[config.mk]
export PLATFORM = sky130hd
export DESIGN_NAME = atapi_pio_seq
export DESIGN_NICKNAME = d
export VERILOG_FILES = /design/src/rtl/atapi_pio_pkg.sv /design/src/rtl/atapi_pkt_capture.sv /design/src/rtl/atapi_burst_size.sv /design/src/rtl/atapi_pio_seq.sv
export SDC_FILE = /design/constraint.sdc
export NUM_CORES = 1
export LEC_CHECK = 0
export BUFFER_PORTS_ARGS = -buffer_cell sky130_fd_sc_hd__buf_2
export CAP_MARGIN = 10
export CORE_MARGIN = 5
export CORE_UTILIZATION = 55
export CTS_CLUSTER_DIAMETER = 50
export CTS_CLUSTER_SIZE = 16
export DETAILED_ROUTE_END_ITERATION = 8
export GPL_TIMING_DRIVEN = 0
export PLACE_DENSITY = 0.78
export SKIP_CTS_REPAIR_TIMING = 1
export SYNTH_ARGS = -nofsm -noshare
export SYNTH_HDL_FRONTEND = slang
export SYNTH_HIERARCHICAL = 1
export SYNTH_SLANG_ARGS = --single-unit
[constraint.sdc]
create_clock -name clk -period 12.88 [get_ports clk]
set_input_delay 0.644 -clock clk [delete_from_list [all_inputs] [get_ports clk]]
set_output_delay 0.644 -clock clk [all_outputs]
set_load 0.005 [all_outputs]
[src/rtl/atapi_pio_pkg.sv]
package atapi_pio_pkg;
    typedef enum logic [1:0] {
        ST_IDLE = 2'd0,
        ST_PKT  = 2'd1,
        ST_HOLD = 2'd2,
        ST_XFER = 2'd3
    } seq_state_e;

    localparam logic [2:0] RA_DATA = 3'd0;
    localparam logic [2:0] RA_BCL  = 3'd4;
    localparam logic [2:0] RA_BCH  = 3'd5;
    localparam logic [2:0] RA_CMD  = 3'd7;

    localparam logic [7:0] OPC_PACKET = 8'hA0;
    localparam logic [7:0] OPC_READ10 = 8'h28;

    localparam int SB_BSY  = 7;
    localparam int SB_DRDY = 6;
    localparam int SB_DF   = 5;
    localparam int SB_DRQ  = 3;
    localparam int SB_ERR  = 0;

    localparam int PKT_WORDS = 6;
    localparam int LBA_BITS  = 32;
    localparam int CNT_BITS  = 16;
endpackage

[src/rtl/atapi_pkt_capture.sv]
module atapi_pkt_capture
    import atapi_pio_pkg::*;
(
    input  logic                clk,
    input  logic                rst_n,
    input  logic                start,
    input  logic                word_we,
    input  logic [15:0]         word_in,
    output logic                done,
    output logic [7:0]          opcode,
    output logic [LBA_BITS-1:0] blk_addr,
    output logic [CNT_BITS-1:0] blk_cnt
);
    localparam int IDX_W = $clog2(PKT_WORDS);

    logic [IDX_W-1:0] idx_q;

    assign done = word_we && (idx_q == IDX_W'(PKT_WORDS - 1));

    // Words arrive low byte first; address and count fields are MSB first.
    always_ff @(posedge clk) begin
        if (!rst_n) begin
            idx_q    <= '0;
            opcode   <= '0;
            blk_addr <= '0;
            blk_cnt  <= '0;
        end else if (start) begin
            idx_q <= '0;
        end else if (word_we) begin
            idx_q <= done ? '0 : idx_q + 1'b1;
            unique case (idx_q)
                IDX_W'(0): opcode               <= word_in[7:0];
                IDX_W'(1): blk_addr[31:16]      <= {word_in[7:0], word_in[15:8]};
                IDX_W'(2): blk_addr[15:0]       <= {word_in[7:0], word_in[15:8]};
                IDX_W'(3): blk_cnt[15:8]        <= word_in[15:8];
                IDX_W'(4): blk_cnt[7:0]         <= word_in[7:0];
                default: ;
            endcase
        end
    end
endmodule

[src/rtl/atapi_burst_size.sv]
module atapi_burst_size #(
    parameter int LEN_W = 27
) (
    input  logic [LEN_W-1:0] remaining,
    input  logic [15:0]      raw_limit,
    output logic [15:0]      eff_limit,
    output logic [15:0]      size
);
    logic [15:0] even_limit;

    assign even_limit = {raw_limit[15:1], 1'b0};
    assign eff_limit  = (even_limit == 16'd0) ? 16'hFFFE : even_limit;
    assign size       = (remaining < LEN_W'(eff_limit)) ? remaining[15:0] : eff_limit;
endmodule

[src/rtl/atapi_pio_seq.sv]
module atapi_pio_seq
    import atapi_pio_pkg::*;
#(
    parameter  int BLK_BYTES_LOG2 = 11,
    parameter  int HOLD_CYCLES    = 8,
    localparam int SRC_AW         = LBA_BITS + BLK_BYTES_LOG2 - 1
) (
    input  logic              clk,
    input  logic              rst_n,
    input  logic              wr_en,
    input  logic              rd_en,
    input  logic [2:0]        addr,
    input  logic [15:0]       wdata,
    output logic [15:0]       rdata,
    output logic              intrq,
    output logic [SRC_AW-1:0] src_addr,
    input  logic [15:0]       src_data
);
    localparam int LEN_W  = CNT_BITS + BLK_BYTES_LOG2;
    localparam int WL     = BLK_BYTES_LOG2 - 1;
    localparam int HOLD_W = $clog2(HOLD_CYCLES + 1);

    seq_state_e        state_q, state_d;
    logic [7:0]        bcl_q, bch_q;
    logic [15:0]       lim_q;
    logic [LEN_W-1:0]  remain_q;
    logic [15:0]       burst_q;
    logic [SRC_AW-1:0] waddr_q;
    logic [HOLD_W-1:0] hold_q;
    logic [7:0]        status;

    logic                cmd_wr, pkt_wr, data_rd, stat_rd;
    logic                pkt_done, hold_end, burst_end, burst_load, irq_set;
    logic [7:0]          pkt_opc;
    logic [LBA_BITS-1:0] pkt_lba;
    logic [CNT_BITS-1:0] pkt_cnt;
    logic [15:0]         eff_limit, next_size;

    assign cmd_wr   = wr_en && addr == RA_CMD && state_q == ST_IDLE && wdata[7:0] == OPC_PACKET;
    assign pkt_wr   = wr_en && addr == RA_DATA && state_q == ST_PKT;
    assign data_rd  = rd_en && addr == RA_DATA && state_q == ST_XFER;
    assign stat_rd  = rd_en && addr == RA_CMD;

    assign hold_end   = state_q == ST_HOLD && hold_q == '0;
    assign burst_end  = data_rd && burst_q == 16'd2;
    assign burst_load = (hold_end || burst_end) && remain_q != '0;
    assign irq_set    = hold_end || burst_end;

    atapi_pkt_capture u_cap (
        .clk      (clk),
        .rst_n    (rst_n),
        .start    (cmd_wr),
        .word_we  (pkt_wr),
        .word_in  (wdata),
        .done     (pkt_done),
        .opcode   (pkt_opc),
        .blk_addr (pkt_lba),
        .blk_cnt  (pkt_cnt)
    );

    atapi_burst_size #(.LEN_W(LEN_W)) u_size (
        .remaining (remain_q),
        .raw_limit (lim_q),
        .eff_limit (eff_limit),
        .size      (next_size)
    );

    // State register
    always_ff @(posedge clk) begin
        if (!rst_n) state_q <= ST_IDLE;
        else        state_q <= state_d;
    end

    always_comb begin
        state_d = state_q;
        unique case (state_q)
            ST_IDLE: if (cmd_wr)   state_d = ST_PKT;
            ST_PKT:  if (pkt_done) state_d = ST_HOLD;
            ST_HOLD: if (hold_end) state_d = (remain_q == '0) ? ST_IDLE : ST_XFER;
            ST_XFER: if (burst_end && remain_q == '0) state_d = ST_IDLE;
            default: state_d = ST_IDLE;
        endcase
    end

    // Datapath and interrupt
    always_ff @(posedge clk) begin
        if (!rst_n) begin
            bcl_q    <= '0;
            bch_q    <= '0;
            lim_q    <= '0;
            remain_q <= '0;
            burst_q  <= '0;
            waddr_q  <= '0;
            hold_q   <= '0;
            intrq    <= 1'b0;
        end else begin
            if (wr_en && state_q == ST_IDLE && addr == RA_BCL) bcl_q <= wdata[7:0];
            if (wr_en && state_q == ST_IDLE && addr == RA_BCH) bch_q <= wdata[7:0];
            if (cmd_wr) lim_q <= {bch_q, bcl_q};
            if (pkt_done) begin
                hold_q   <= HOLD_W'(HOLD_CYCLES);
                waddr_q  <= {pkt_lba, {WL{1'b0}}};
                remain_q <= (pkt_opc == OPC_READ10) ? {pkt_cnt, {BLK_BYTES_LOG2{1'b0}}} : '0;
            end else if (state_q == ST_HOLD && hold_q != '0) begin
                hold_q <= hold_q - 1'b1;
            end
            if (burst_load) begin
                burst_q  <= next_size;
                remain_q <= remain_q - LEN_W'(next_size);
            end else if (data_rd) begin
                burst_q <= burst_q - 16'd2;
            end
            if (data_rd) waddr_q <= waddr_q + 1'b1;
            if (irq_set)      intrq <= 1'b1;
            else if (stat_rd) intrq <= 1'b0;
        end
    end

    // Outputs
    always_comb begin
        status = 8'h00;
        unique case (state_q)
            ST_IDLE: status[SB_DRDY] = 1'b1;
            ST_PKT:  begin status[SB_DRDY] = 1'b1; status[SB_DRQ] = 1'b1; end
            ST_HOLD: begin status[SB_DRDY] = 1'b1; status[SB_BSY] = 1'b1; end
            ST_XFER: begin status[SB_DRDY] = 1'b1; status[SB_DRQ] = 1'b1; end
            default: status = 8'h00;
        endcase
        unique case (addr)
            RA_DATA: rdata = (state_q == ST_XFER) ? src_data : 16'h0000;
            RA_BCL:  rdata = {8'h00, (state_q == ST_XFER) ? burst_q[7:0]  : bcl_q};
            RA_BCH:  rdata = {8'h00, (state_q == ST_XFER) ? burst_q[15:8] : bch_q};
            RA_CMD:  rdata = {8'h00, status};
            default: rdata = 16'h0000;
        endcase
    end

    assign src_addr = waddr_q;
endmodule

==> out/qor.tcl <==
set qor(final_hold_viol_count) 0
set qor(crit_required_ns) 13.22
set qor(setup_repair_after_global_routing_missed_its_margin) {false}
set qor(core-area_um2) 18600
set qor(setup.worst_path.start) {lim_q[10]$_SDFFE_PN0P_}
set qor(initial_core_util_pct) 55.5
set qor(period_share_pct) 46.0
set qor(holdCritPathClass) {flop to flop}
set qor(reg2reg_setup_slack_ns) 6.96
set qor(global_route.usage.total_pct) 30.1
set qor(die_w_um) 147
set qor(gr-usage-met1_pct) 39.9
set qor(capturing_point_of_the_worst_reg2reg_path) {remain_q[25]$_SDFFE_PN0P_}
set qor(finalWeightedCongestion) 0.952
set qor(final-max-slew-violation-count) 0
set qor(antenna_cells_inserted) 0
set qor(finalPower_mw) 1.15
set qor(finalHoldWorstSlack_ns) 0.467
set qor(ir_worst_vdd_mv) 0.0960
set qor(ctsLongestPathBuffers) 2
set qor(fp-row-count) 50
set qor(syn_to_final_growth_pct) 13.7
set qor(netlist_area_um2) 10300
set qor(relSlewSlack_pct) 41.3
set qor(power_per_cell_area_nw_per_um2) 98.0
set qor(critical_path_peak_fanout) 10
set qor(stdcell_count) 1623
set qor(finalNetCount) 1454
set qor(antenna_found_initial) 0
set qor(placed_cells_incl_taps) 1591
set qor(synthesis.nets) 1338
set qor(gr-total-overflow) 0
set qor(syn_area_per_cell_um2) 8.18
set qor(cp-start-kind) {flop}
set qor(drt_first_pass_iters) 8
set qor(route.vias.total) 10342
set qor(maximum_number_of_pins_on_one_net_before_global_route_repair) 21
set qor(io_buffers) 97
set qor(finalWirelength_mm) 32.8
set qor(worst_r2r_startpoint) {lim_q[10]$_SDFFE_PN0P_}
set qor(setup-tns-final_ns) 0
set qor(number_of_buffers_added_by_the_clock_tree_synthesis_step) 17
set qor(finalSetupViolations) 0
set qor(dp_worst_setup_slack_ns) 7.22
set qor(drtIter0Drc) 1234
set qor(synthesis.instances) 1260
set qor(p_leak_nw) 4.76
set qor(final_core_util_pct) 63.1
set qor(status) {complete, no violations}
set qor(cap_viol_max_count) 0
set qor(setup.worst_path.end) {remain_q[25]$_SDFFE_PN0P_}
set qor(stdcell_area_um2) 11700
set qor(synth-warning-count) 6
set qor(grt.busiest_layer) {met2}
set qor(die-height_um) 147
set qor(cts-root-buf) {sky130_fd_sc_hd__clkbuf_16}
set qor(htreeDepth) 4
set qor(worstPathArrival_ns) 6.26
set qor(placement.cell_area_um2) 11100
set qor(layout-drive-gt1-share_pct) 15.0
set qor(post-route-min-period_ns) 5.92
set qor(tightest_slew_ns) 0.872
set qor(post-route-drc-count) 0
set qor(clock_sink_count) 182
set qor(fp.dieArea_um2) 21600
set qor(insertion_delay_ns) 0.44
set qor(io-pin-count) 98
set qor(max_freq_ghz) 0.169
set qor(critical_path_type) {flop to flop}
set qor(critical_path_end_type) {flop}
set qor(routed_wire_length_per_instance_um) 20.2
set qor(reg2regPathDepth) 20
set qor(grt_first_pass_wirelength_mm) 52.9
set qor(first_global_vias) 9836
set qor(globalRouteMet2Util_pct) 48.5
set qor(cts_tree) {done}
set qor(place.detailed.hpwl_mm) 24.4
set qor(setup_ws_ns) 6.96
set qor(postRouteAntennaNets) 0
set qor(cts.reportedPaths.clkPinSlew_ns) 0.08
set qor(vias_per_cell) 6.37
set qor(finClkSkew_ns) 0.0171
set qor(grt_use_met3_pct) 5.34
-- cells in the final DEF, fill, tap and decap left out, types with 14 or more instances in the layout --
| master | n |
|---|---|
| sky130_fd_sc_hd__dfxtp_1 | 182 |
| sky130_fd_sc_hd__nor3_1 | 23 |
| sky130_fd_sc_hd__nor2_1 | 107 |
| sky130_fd_sc_hd__a21oi_1 | 91 |
| sky130_fd_sc_hd__mux2i_1 | 29 |
| sky130_fd_sc_hd__inv_1 | 51 |
| sky130_fd_sc_hd__a211oi_1 | 42 |
| sky130_fd_sc_hd__clkbuf_16 | 17 |
| sky130_fd_sc_hd__o21ai_1 | 16 |
| sky130_fd_sc_hd__xnor2_1 | 20 |
| sky130_fd_sc_hd__o21ai_0 | 79 |
| sky130_fd_sc_hd__nor4_1 | 19 |
| sky130_fd_sc_hd__nand3_1 | 84 |
| sky130_fd_sc_hd__nand2b_1 | 16 |
| sky130_fd_sc_hd__a311oi_1 | 16 |
| sky130_fd_sc_hd__a31oi_1 | 14 |
| sky130_fd_sc_hd__ha_1 | 38 |
| sky130_fd_sc_hd__nand4_1 | 20 |
| sky130_fd_sc_hd__nand2_1 | 123 |
| sky130_fd_sc_hd__nor2b_1 | 17 |
| sky130_fd_sc_hd__buf_2 | 108 |
| sky130_fd_sc_hd__or3_1 | 16 |
| sky130_fd_sc_hd__clkbuf_1 | 44 |
-- how the worst min path moves through the flow --
stage	from	endpoint	slack (ns)	cells past startpoint
after floorplan	u_cap/blk_addr[17]$_SDFFE_PN0P_	src_addr[27]$_SDFFE_PN0P_	0.43	2
after global placement	u_cap/blk_addr[29]$_SDFFE_PN0P_	src_addr[39]$_SDFFE_PN0P_	0.45	2
after detailed placement	u_cap/opcode[4]$_SDFFE_PN0P_	u_cap/opcode[4]$_SDFFE_PN0P_	0.45	2
after CTS	u_cap/opcode[3]$_SDFFE_PN0P_	u_cap/opcode[3]$_SDFFE_PN0P_	0.46	2
after global routing	u_cap/blk_addr[6]$_SDFFE_PN0P_	u_cap/blk_addr[6]$_SDFFE_PN0P_	0.47	2
final	u_cap/opcode[3]$_SDFFE_PN0P_	u_cap/opcode[3]$_SDFFE_PN0P_	0.47	2
-- layer usage --
layer | vias up | wire (um)
met5 | - | 0
met4 | 0 | 1330
met3 | 84 | 3070
met2 | 566 | 14800
met1 | 4861 | 13600
li1 | 4831 | -
-- worst max-delay path, stage by stage (launching register included) --
cell and delay [ns]:
sky130_fd_sc_hd__dfxtp_1 0.33, sky130_fd_sc_hd__nor4_1 0.42, sky130_fd_sc_hd__and4_1 0.25, sky130_fd_sc_hd__clkbuf_1 0.33, sky130_fd_sc_hd__nor2_1 0.14, sky130_fd_sc_hd__ha_1 0.36, sky130_fd_sc_hd__nand4_1 0.13, sky130_fd_sc_hd__nor4_2 0.42
sky130_fd_sc_hd__nand2_1 0.16, sky130_fd_sc_hd__o221ai_4 0.34, sky130_fd_sc_hd__buf_8 0.22, sky130_fd_sc_hd__mux2_4 0.31, sky130_fd_sc_hd__inv_1 0.12, sky130_fd_sc_hd__ha_1 0.31, sky130_fd_sc_hd__a21oi_1 0.22, sky130_fd_sc_hd__o21ai_0 0.14
sky130_fd_sc_hd__nor2b_1 0.17, sky130_fd_sc_hd__a211oi_1 0.45, sky130_fd_sc_hd__o21ai_0 0.35, sky130_fd_sc_hd__or3_1 0.39, sky130_fd_sc_hd__a311oi_1 0.27
-- flip-flops by register name, summed over array words and instances, names as in the netlist --
| name | count |
|---|---|
| u_cap/blk_cnt | 16 |
| remain_q | 27 |
| u_cap/idx_q | 3 |
| lim_q | 15 |
| hold_q | 4 |
| u_cap/blk_addr | 32 |
| state_q | 2 |
| bcl_q | 8 |
| intrq | 1 |
| burst_q | 16 |
| bch_q | 8 |
| u_cap/opcode | 8 |
| src_addr | 42 |
-- where the power goes --
group	internal, mW	switching (mW)	total, mW
clock network	0.283	0.263	0.546
logic	0.0104	0.0278	0.0382
registers	0.563	0.000958	0.564
total	0.857	0.292	1.15
-- final cells by class --
class	count	area [um^2]
fill	1646	6870
multi-input combinational	951	6080
sequential	182	3640
timing repair buffer	97	485
clock buffer	17	425
buffer	75	387
tap	234	293
clock inverter	15	204
inverter	52	195
Note: power is estimated with default switching activity, not from simulation.
